[config.mk]
export PLATFORM = sky130hd
export DESIGN_NAME = alloc_tag_gen
export DESIGN_NICKNAME = d
export VERILOG_FILES = /design/src/rtl/atg_pkg.sv /design/src/rtl/atg_lfsr_step.sv /design/src/rtl/atg_skip_step.sv /design/src/rtl/alloc_tag_gen.sv
export SDC_FILE = /design/constraint.sdc
export NUM_CORES = 1
export LEC_CHECK = 0
export ABC_AREA = 1
export BUFFER_PORTS_ARGS = -buffer_cell sky130_fd_sc_hd__buf_2
export CAP_MARGIN = 20
export CORE_MARGIN = 2
export CORE_UTILIZATION = 38
export CTS_CLUSTER_SIZE = 16
export DETAILED_ROUTE_END_ITERATION = 7
export HOLD_SLACK_MARGIN = 0.02
export MAX_ROUTING_LAYER = met4
export SLEW_MARGIN = 0
export SYNTH_ARGS = -nofsm -noshare
export SYNTH_HDL_FRONTEND = slang
export SYNTH_SLANG_ARGS = --single-unit
[constraint.sdc]
create_clock -name clk -period 4.6 [get_ports clk]
set_input_delay 0.46 -clock clk [delete_from_list [all_inputs] [get_ports clk]]
set_output_delay 0.46 -clock clk [all_outputs]
set_load 0.02 [all_outputs]
[src/rtl/atg_pkg.sv]
`timescale 1ns/1ps
package atg_pkg;
    typedef enum logic [2:0] {
        ST_IDLE,
        ST_SEED,
        ST_SHIFT,
        ST_WALK,
        ST_DONE
    } atg_state_e;

    typedef enum logic {
        OP_GEN    = 1'b0,
        OP_ADDSUB = 1'b1
    } atg_op_e;
endpackage

[src/rtl/atg_lfsr_step.sv]
`timescale 1ns/1ps
// One right-shift step of the Fibonacci seed register.
module atg_lfsr_step #(
    parameter int              SEED_W = 16,
    parameter logic [SEED_W-1:0] TAPS = 16'h002D
) (
    input  logic [SEED_W-1:0] seed_i,
    output logic [SEED_W-1:0] seed_o,
    output logic              fb_o
);
    always_comb begin
        fb_o   = ^(seed_i & TAPS);
        seed_o = {fb_o, seed_i[SEED_W-1:1]};
    end
endmodule

[src/rtl/atg_skip_step.sv]
`timescale 1ns/1ps
// One cycle of the excluded-value walk.
module atg_skip_step #(
    parameter int TAG_W = 4,
    localparam int NTAGS = 1 << TAG_W
) (
    input  logic [TAG_W-1:0] tag_i,
    input  logic [TAG_W-1:0] rem_i,
    input  logic [NTAGS-1:0] excl_i,
    output logic [TAG_W-1:0] tag_o,
    output logic [TAG_W-1:0] rem_o,
    output logic             fin_o
);
    logic [TAG_W-1:0] tag_inc;

    always_comb begin
        tag_inc = tag_i + TAG_W'(1);
        tag_o   = tag_i;
        rem_o   = rem_i;
        fin_o   = 1'b0;
        if (&excl_i) begin
            tag_o = '0;
            rem_o = '0;
            fin_o = 1'b1;
        end else if (rem_i == '0) begin
            if (excl_i[tag_i]) tag_o = tag_inc;
            else               fin_o = 1'b1;
        end else begin
            tag_o = tag_inc;
            if (!excl_i[tag_inc]) rem_o = rem_i - TAG_W'(1);
        end
    end
endmodule

[src/rtl/alloc_tag_gen.sv]
`timescale 1ns/1ps
module alloc_tag_gen
    import atg_pkg::*;
#(
    parameter int PTR_W    = 64,
    parameter int TAG_W    = 4,
    parameter int TAG_LSB  = 56,
    parameter int SEED_W   = 16,
    parameter int SEED_LSB = 8,
    parameter logic [SEED_W-1:0] TAPS = 16'h002D,
    localparam int NTAGS   = 1 << TAG_W,
    localparam int STATE_W = SEED_LSB + SEED_W
) (
    input  logic               clk,
    input  logic               rst_n,
    input  logic               req_valid,
    output logic               req_ready,
    input  logic               req_op,
    input  logic [PTR_W-1:0]   req_ptr,
    input  logic [PTR_W-1:0]   req_byte_ofs,
    input  logic [NTAGS-1:0]   req_excl,
    input  logic [TAG_W-1:0]   req_tag_ofs,
    input  logic [STATE_W-1:0] req_state,
    input  logic [NTAGS-1:0]   ctrl_excl,
    input  logic               rand_en,
    input  logic [SEED_W-1:0]  ent_value,
    input  logic               ent_fail,
    output logic               done,
    output logic [PTR_W-1:0]   res_ptr,
    output logic [STATE_W-1:0] res_state
);
    localparam int CNT_W = (TAG_W > 1) ? $clog2(TAG_W) : 1;
    localparam logic [CNT_W-1:0] LAST_STEP = CNT_W'(TAG_W - 1);
    localparam logic [PTR_W-1:0] TAG_MASK =
        ((PTR_W'(1) << TAG_W) - PTR_W'(1)) << TAG_LSB;

    atg_state_e         state_q, state_d;
    atg_op_e            op_q;
    logic [PTR_W-1:0]   ptr_q;
    logic [NTAGS-1:0]   excl_q;
    logic [SEED_W-1:0]  seed_q;
    logic [TAG_W-1:0]   tag_q, rem_q;
    logic [CNT_W-1:0]   step_q;
    logic               rand_q;
    logic [STATE_W-1:0] st_q;
    logic [PTR_W-1:0]   res_ptr_q;
    logic [STATE_W-1:0] res_state_q;

    logic [SEED_W-1:0]  lfsr_seed;
    logic               lfsr_fb;
    logic [TAG_W-1:0]   walk_tag, walk_rem;
    logic               walk_fin;

    atg_lfsr_step #(.SEED_W(SEED_W), .TAPS(TAPS)) u_lfsr (
        .seed_i (seed_q),
        .seed_o (lfsr_seed),
        .fb_o   (lfsr_fb)
    );

    atg_skip_step #(.TAG_W(TAG_W)) u_skip (
        .tag_i  (tag_q),
        .rem_i  (rem_q),
        .excl_i (excl_q),
        .tag_o  (walk_tag),
        .rem_o  (walk_rem),
        .fin_o  (walk_fin)
    );

    // next-state logic
    always_comb begin
        state_d = state_q;
        unique case (state_q)
            ST_IDLE:  if (req_valid)
                          state_d = (atg_op_e'(req_op) == OP_GEN) ? ST_SEED : ST_WALK;
            ST_SEED:  state_d = ST_SHIFT;
            ST_SHIFT: if (step_q == LAST_STEP) state_d = ST_WALK;
            ST_WALK:  if (walk_fin) state_d = ST_DONE;
            ST_DONE:  state_d = ST_IDLE;
            default:  state_d = ST_IDLE;
        endcase
    end

    // state register
    always_ff @(posedge clk or negedge rst_n) begin
        if (!rst_n) state_q <= ST_IDLE;
        else        state_q <= state_d;
    end

    // datapath registers
    always_ff @(posedge clk or negedge rst_n) begin
        if (!rst_n) begin
            op_q        <= OP_GEN;
            ptr_q       <= '0;
            excl_q      <= '0;
            seed_q      <= '0;
            tag_q       <= '0;
            rem_q       <= '0;
            step_q      <= '0;
            rand_q      <= 1'b0;
            st_q        <= '0;
            res_ptr_q   <= '0;
            res_state_q <= '0;
        end else begin
            unique case (state_q)
                ST_IDLE: if (req_valid) begin
                    op_q   <= atg_op_e'(req_op);
                    st_q   <= req_state;
                    seed_q <= req_state[SEED_LSB +: SEED_W];
                    rand_q <= rand_en;
                    step_q <= '0;
                    if (atg_op_e'(req_op) == OP_GEN) begin
                        ptr_q  <= req_ptr;
                        excl_q <= req_excl | ctrl_excl;
                        tag_q  <= req_state[TAG_W-1:0];
                        rem_q  <= '0;
                    end else begin
                        ptr_q  <= req_ptr + req_byte_ofs;
                        excl_q <= ctrl_excl;
                        tag_q  <= req_ptr[TAG_LSB +: TAG_W];
                        rem_q  <= req_tag_ofs;
                    end
                end
                ST_SEED: if (seed_q == '0 && rand_q)
                    seed_q <= (ent_fail || ent_value == '0) ? SEED_W'(1) : ent_value;
                ST_SHIFT: begin
                    seed_q        <= lfsr_seed;
                    rem_q[step_q] <= lfsr_fb;
                    step_q        <= step_q + CNT_W'(1);
                end
                ST_WALK: begin
                    tag_q <= walk_tag;
                    rem_q <= walk_rem;
                    if (walk_fin) begin
                        res_ptr_q <= (ptr_q & ~TAG_MASK) | (PTR_W'(walk_tag) << TAG_LSB);
                        if (op_q == OP_GEN)
                            res_state_q <= {seed_q, (SEED_LSB - TAG_W)'(0), walk_tag};
                        else
                            res_state_q <= st_q;
                    end
                end
                ST_DONE: ;
                default: ;
            endcase
        end
    end

    // outputs
    always_comb begin
        req_ready = (state_q == ST_IDLE);
        done      = (state_q == ST_DONE);
        res_ptr   = res_ptr_q;
        res_state = res_state_q;
    end
endmodule

==> out/results.txt, run 1 <==
The flow ran to the end, and the final reports show no timing, DRC or antenna violations. The half-perimeter wire length of the detailed placement result is 43760 µm. The tree built by TritonCTS fans out to 219 sinks.

After detailed placement, the total cell area comes to 17540 µm². For the final weighted congestion in routability-driven placement, the log shows 0.9905. For the final database, setup skew stands at 10.85 ps. The antenna violation net count after detailed routing is 0. The register bit total from synthesis is 219, and the overall global routing resource usage is 27.16%. Adding up every negative setup slack in the final design gives 0 ps. Entering global routing, the biggest net connects 129 pins. The number of hold violations in the final report was 0; the post-CTS repair timing setup buffer count was 0.

Of all nets on the critical path, the largest fanout is 58. Yosys printed 0 warnings. After floorplanning, the core was sized to cover 40650 µm². The required time of the worst setup path was 5060 ps. The insertion delay of the later-clocked pin in the worst-skew pair is 540 ps.

Critical setup path kind: register to register. Final hold analysis gives a worst-case slack of 13.04 ps. The longest clock path from root to sink contains 3 buffers. The first detailed-routing pass ran for 6 iterations. Kind of path behind the tightest hold check: input port to async pin. The post-detailed-routing wire length came out at 56360 µm. Setup repair after global routing left no endpoint under its margin.

Number of max-cap violations: 0. The share of cells above drive strength 1 was 13.77%. The tools report the worst ir drop on vdd as 0.2831 mV. The distinct cell type count of the synthesized netlist is 45.

The initial cell density of the core is 38.40%. The average detailed-routed wire length per instance works out to 17.25 µm. The first global-routing pass estimated 86910 µm of wire. Area added between synthesis and finish: 18.09%. The logs give 0 for the count of final max-slew check failures and 15610 µm² for the combined area of all synthesized cells. After the last flow step, the layout net total stands at 2992.

The areal power density over the cells is 553.5 nW/µm², and the number of clock buffers inserted by TritonCTS is 27. The number of antenna violations at the first check in global routing is 7, and the reported leakage power is 10.64 nW. The final critical path takes up 67.02% of the cycle. After global routing the overflow that remains totals 0. The clock root buffer master is sky130_fd_sc_hd__clkbuf_16. For this run, design rule violations remaining after detail routing come to 0.

At the pin with the least slew margin, the transition time is 1028 ps. The routed layout has 16260 vias. The first-iteration detailed-routing DRC count was 1153. TritonCTS built the clock tree. Summing all non-filler instances in the final layout gives an area of 18430 µm². For the setup violation total in the final timing report, the log shows 0. The mean area per synthesized cell is 6.397 µm², and the number of placed I/O pins is 300.

The share of the Yosys chip area taken by registers is 35.11%. In this run the horizontal extent of the chip is 206.7 µm. After layout, the minimum clock period comes to 3083 ps. The number of nets handed over by synthesis was 2721. The tools report the number of H-tree levels as 1. The run gives 3268 as the post-route non-filler standard cell count. Die outline area: 42710 µm². The kind of start point of the critical path is a register.

The hold-fix buffer count after cts is 0, and the CTS clock-pin slew for the worst setup and hold paths is 60 ps. Die extent in y: 206.7 µm. The maximum clock frequency is 324.3 MHz, and the count of placed standard cells including taps is 3213. The via density per instance is 4.976.

Relative slew slack: 31.49%. Post-CTS repair changed the size of 0 cells. Total power for the finished layout comes to 10.20 mW.

The gate count after technology mapping was 2440; the via count of the first global-routing pass was 15860. The floorplan has 74 rows. The count of buffers from port buffering was 299. The worst setup path is captured at a register.

The run gives 3540 ps as the arrival time reported for the critical path endpoint.
-- cell type report --
cell class | instances | area, µm²
flip-flops and latches | 219 | 5480
clock buffers | 38 | 767.0
fillers | 4314 | 22210
diodes | 6 | 15.01
multi-input cells | 1795 | 8444
well taps | 532 | 665.6
repair buffers | 310 | 1604
inverters | 358 | 1349
clock inverters | 10 | 107.6
-- sequential cells by signal, summed over array words and instances, names as in the netlist --
name       count
tag_q          4
ptr_q         60
state_q        3
rand_q         1
seed_q        16
excl_q        16
rem_q          4
op_q           1
res_state     24
res_ptr       64
step_q         2
st_q          24
-- routing by layer --
| metal | GRT usage (%) | vias up | share of wire (%) |
|---|---|---|---|
| met1 | 35.50 | 7528 | 45 |
| met3 | 2.433 | 85 | 5.4 |
| met2 | 44.96 | 450 | 47 |
| met5 | - | - | 0 |
| met4 | 7.832 | 0 | 2.9 |
| li1 | - | 8198 | - |
-- worst max-delay path, cell delays in order, from the launching register on --
cell and delay, ps:
sky130_fd_sc_hd__dfrtp_1 770, sky130_fd_sc_hd__inv_1 390, sky130_fd_sc_hd__a21oi_1 220, sky130_fd_sc_hd__o21ai_1 80, sky130_fd_sc_hd__nand3_1 90, sky130_fd_sc_hd__nand3_2 130
sky130_fd_sc_hd__nand3_4 130, sky130_fd_sc_hd__nand2_2 80, sky130_fd_sc_hd__nand2_4 230, sky130_fd_sc_hd__buf_4 610, sky130_fd_sc_hd__nor2_1 80, sky130_fd_sc_hd__a21oi_1 180
-- synth_stat cells, drive strengths merged --
cell    instances  share of area (%)
clkbuf         41               0.99
a21oi          99                3.2
nand3         116                3.9
ha             70                5.6
o31ai           2              0.096
o22ai          17               0.68
a21o            2              0.096
o32ai           5               0.28
or2             2              0.080
xnor2           7               0.39
and2            3               0.12
nor4            5               0.20
nor3           18               0.65
o21a            1              0.048
o21ai         121                4.0
nand4          20               0.80
dfrtp         219                 35
o21bai         12               0.58
nand3b          1              0.048
nor2          228                5.6
a22oi           7               0.34
a31oi           2              0.080
xor2           21                1.2
fa              1               0.13
nand2         986                 24
o211ai         44                2.1
buf            27                1.2
and3            4               0.16
o221ai          1              0.056
clkinv          2              0.048
inv           356                8.6
-- cells by family (layout without fill, tap and decap cells) --
| family | count (synthesis) | in the layout | share of synthesized area [%] |
|---|---|---|---|
| other | 0 | 6 | 0 |
| buffers and inverters | 426 | 716 | 10.79 |
| xor gates and xnor gates | 28 | 28 | 1.571 |
| adders and majority gates | 71 | 71 | 5.739 |
| and+or+nand+nor | 1383 | 1383 | 35.29 |
| AOI/OAI and AO/OA | 313 | 313 | 11.50 |
| DFF | 219 | 219 | 35.11 |
-- report_power, final --
group          switching, mW  leakage [nW]  internal (mW)
clock                  0.854         0.437           1.27
combinational           3.11          7.49           1.51
sequential             0.617          2.71           2.84
total                   4.58          10.6           5.63
-- through the flow --
step           setup WS [ps]  utilization (%)
3_3_place_gp            1636            43.14
6_report                1517            45.35
3_5_place_dp            1522            43.14
5_1_grt                 1123            45.34
2_1_floorplan           2515                -
4_1_cts                 1510            45.29
-- path summary, 6_finish.rpt --
path	startpoint	slack, ps	depth (start not counted)	endpoint
max in group asynchronous	rst_n	3560	2	ptr_q[41]
max reg2reg	tag_q[0]	1520	11	res_state[0]
min	rst_n	10	1	excl_q[4]
min in group clk	req_state[5]	130	3	st_q[5]
min reg2reg	ptr_q[30]	470	2	res_ptr[30]
max	tag_q[0]	1520	11	res_state[0]
-- cells in the final DEF, fill, tap and decap left out, drive strengths merged --
master,Yosys,layout
a31oi,2,2
xnor2,7,7
dfrtp,219,219
o31ai,2,2
nand2,986,986
diode,0,6
xor2,21,21
nor4,5,5
o221ai,1,1
o21a,1,1
nand4,20,20
nor2,228,228
nand3b,1,1
o21ai,121,121
and3,4,4
bufinv,0,2
nor3,18,18
clkbuf,41,38
clkinv,2,8
a21o,2,2
buf,27,310
a21oi,99,99
o21bai,12,12
ha,70,70
a22oi,7,7
nand3,116,116
o211ai,44,44
o32ai,5,5
o22ai,17,17
fa,1,1
or2,2,2
and2,3,3
inv,356,358
Note: power is estimated with default switching activity, not from simulation.
==> run 2, diff against run 1 <==
Clock period 4.6 ns to 2.95 ns, I/O delays scaled along.
==> out/results.txt, run 2 (synthesized netlist as in run 1, its figures left out) <==
The flow ran to the end, and the final reports show no timing, DRC or antenna violations. The number of clock buffers inserted by TritonCTS was 27 (unchanged). The post-detailed-routing wire length is 57530 µm (was 56360 µm), and the via density per instance is 4.940 (was 4.976). Post-route non-filler standard cell count: 3317 (was 3268).

The post-place instance area is 17650 µm² (was 17540 µm²), and the die outline area is 42710 µm² (unchanged). The overall global routing resource usage is 27.62% (was 27.16%), and the worst hold slack is 44.73 ps (was 13.04 ps). The logs give 40650 µm² (unchanged) for the area inside the core boundary and 3430 ps (was 5060 ps) for the required time of the worst setup path.

Commonest non-fill, non-tap cells in the layout: sky130_fd_sc_hd__nand2_1 (982), sky130_fd_sc_hd__inv_1 (348), sky130_fd_sc_hd__buf_2 (297) (unchanged). The tools report the setup violation total in the final timing report as 0 (unchanged). The arrival time reported for the critical path endpoint was 3100 ps (was 3540 ps); the count of placed standard cells including taps was 3223 (was 3213). The delay of the slowest critical-path stage works out to 790 ps (was 770 ps). The share of cells above drive strength 1 was 13.99% (was 13.77%); the met2 demand-to-capacity share in global routing was 45.40% (was 44.96%). The sort of element at the end of the critical path is a register (unchanged).

The area added between synthesis and finish came out at 21.60% (was 18.09%). The run gives 0 ps (unchanged) as the setup total negative slack. The die extent in y was 206.7 µm (unchanged); the final weighted congestion in routability-driven placement was 0.9863 (was 0.9905). Most frequent standard cell in the layout excluding fill and tap cells: sky130_fd_sc_hd__nand2_1 (unchanged). The tools report the kind of start point of the critical path as a register (unchanged). The logs give 88260 µm (was 86910 µm) for the global-route wire length before repair and 219 (unchanged) for the clock net sink count.

The x dimension of the die came out at 206.7 µm (unchanged). Global routing's busiest layer: met2 (unchanged). The top fanout value on the critical path is 25 (was 58), and the final core area utilization is 46.70% (was 45.35%). The minimum clock period came out at 2629 ps (was 3083 ps).

The total buffers and inverters traversed by the critical path was 3 (was 2). The critical setup path kind was register to register (unchanged). The first-iteration detailed-routing DRC count was 1125 (was 1153); the reported leakage power was 10.89 nW (was 10.64 nW).

The relative slew slack was 32.22% (was 31.49%). The run gives 0 (unchanged) as the antenna violation net count after detailed routing. The average detailed-routed wire length per instance works out to 17.34 µm (was 17.25 µm). The buffer depth of the longest clock path is 3 (unchanged), and the number of H-tree levels is 1 (unchanged).

The logs give 0 (unchanged) for the number of hold violations in the final report and 329.3 ps (was 1522 ps) for the worst slack at placement. The initial cell density of the core was 38.40% (unchanged). The number of flip-flops in the largest register works out to 64 (unchanged). Areal power density over the cells: 850.8 nW/µm² (was 553.5 nW/µm²). TritonCTS built the clock tree.

For the net count of the finished layout, the log shows 3042 (was 2992). The worst ir drop on vdd is 0.4991 mV (was 0.2831 mV), and the final worst-path setup slack is 321.4 ps (was 1517 ps). Slowest cell on the critical path: sky130_fd_sc_hd__dfrtp_1 (unchanged). The run gives 0 (unchanged) as the count of final max-slew check failures. The category of cells accounting for the largest share of critical-path delay was buffers and inverters (unchanged).

The kind of path behind the tightest hold check is input port to register (was input port to async pin). The via count of the first global-routing pass was 16080 (was 15860). The overall power came out at 16.15 mW (was 10.20 mW).

The tools report the number of placed I/O pins as 300 (unchanged). The maximum clock frequency is 380.4 MHz (was 324.3 MHz). Crit-path cells: inv_1 -> o21ai_1 -> nand3_1 -> nand3_2 -> nand3_4 -> nand2_2 -> nand2_4 -> inv_4 -> buf_4 -> nand2_1 -> nand2_1 (was inv_1 -> a21oi_1 -> o21ai_1 -> nand3_1 -> nand3_2 -> nand3_4 -> nand2_2 -> nand2_4 -> buf_4 -> nor2_1 -> a21oi_1).

The run gives 0 (unchanged) as the post-CTS repair timing setup buffer count. The run gives 0 (unchanged) as the remaining global-route overflow. The run gives 0 (unchanged) as the remaining routing DRC violations. The fraction of met3 tracks used by global routing is 2.794% (was 2.433%), and the half-perimeter wire length of the detailed placement result is 44980 µm (was 43760 µm).

The cell seen most often among critical-path stages was sky130_fd_sc_hd__nand2_1 (was sky130_fd_sc_hd__a21oi_1). The pin count of the biggest net entering global routing is 97 (was 129). Clock root buffer master: sky130_fd_sc_hd__clkbuf_16 (unchanged).

The actual transition at the worst max-transition pin works out to 1017 ps (was 1028 ps). The tools report the detailed-router iteration count before antenna repair as 5 (was 6). The part of the cycle the worst path needs was 89.11% (was 67.02%); the site row count was 74 (unchanged). For the number of max-cap violations, the log shows 0 (unchanged). The CTS clock-pin slew for the worst setup and hold paths is 60 ps (about the same), and the area of all placed cells without fillers is 18980 µm² (was 18430 µm²). The run gives 4 (was 7) as the number of antenna violations at the first check in global routing. Total via count in the routed design: 16390 (was 16260). The final setup skew came out at 46.13 ps (was 10.85 ps). The insertion delay of the later-clocked pin in the worst-skew pair was 580 ps (was 540 ps); the met1 track demand over resource in global routing was 36.58% (was 35.50%).

The count of buffers from port buffering is 299 (unchanged). Setup repair after global routing left no endpoint under its margin.
==> run 2: cell count changes in the layout (fill, tap and decap cells not counted), sizes merged <==
cell,previous run,this run
bufinv,2,3
clkinvlp,0,3
diode,6,4
clkbuf,38,35
inv,358,357
clkinv,8,9
dlygate4sd3,0,41
buf,310,319
==> run 2: worst paths after layout <==
path | start | to | slack [ps] | cells after the start
max | tag_q[0] | res_ptr[0] | 320 | 11
min | req_excl[15] | excl_q[15] | 40 | 3
max reg2reg | tag_q[0] | res_ptr[0] | 320 | 11
min reg2reg | ptr_q[32] | res_ptr[32] | 450 | 2
max in group asynchronous | rst_n | st_q[19] | 1810 | 3
min in group asynchronous | rst_n | excl_q[2] | 350 | 2
==> run 2: worst min-delay path, delay by kind of cell <==
kind / cells / cell delay (ps)
buffers and inverters: 1 / 80
AO/OA/AOI/OAI: 2 / 170
==> run 2: layout make-up <==
type	instances	area, µm²
repair buffers	360	2120
fillers	4269	21670
multi-input cells	1795	8444
clock inverters	14	156.4
inverters	358	1349
well taps	532	665.6
flip-flops and latches	219	5480
clock buffers	35	755.7
diodes	4	10.01
==> run 2: layer usage <==
| layer | up-vias | wire length [µm] |
|---|---|---|
| met1 | 7627 | 26440 |
| met5 | - | 0 |
| met4 | 0 | 1218 |
| met2 | 393 | 26990 |
| met3 | 66 | 2886 |
| li1 | 8299 | - |
==> run 2: repair_timing <==
action / CTS / global route
endpoints found under the hold margin: 115 / 0
resized for setup: 0 / 0
hold buffers: 41 / 0
setup endpoints to repair: 0 / 0
==> run 2: where the power goes <==
group,total [mW],leakage (nW),internal [mW],switching (mW)
sequential,5.40,2.71,4.43,0.971
combinational,7.28,7.73,2.46,4.82
clock,3.46,0.447,2.06,1.40
total,16.1,10.9,8.95,7.20
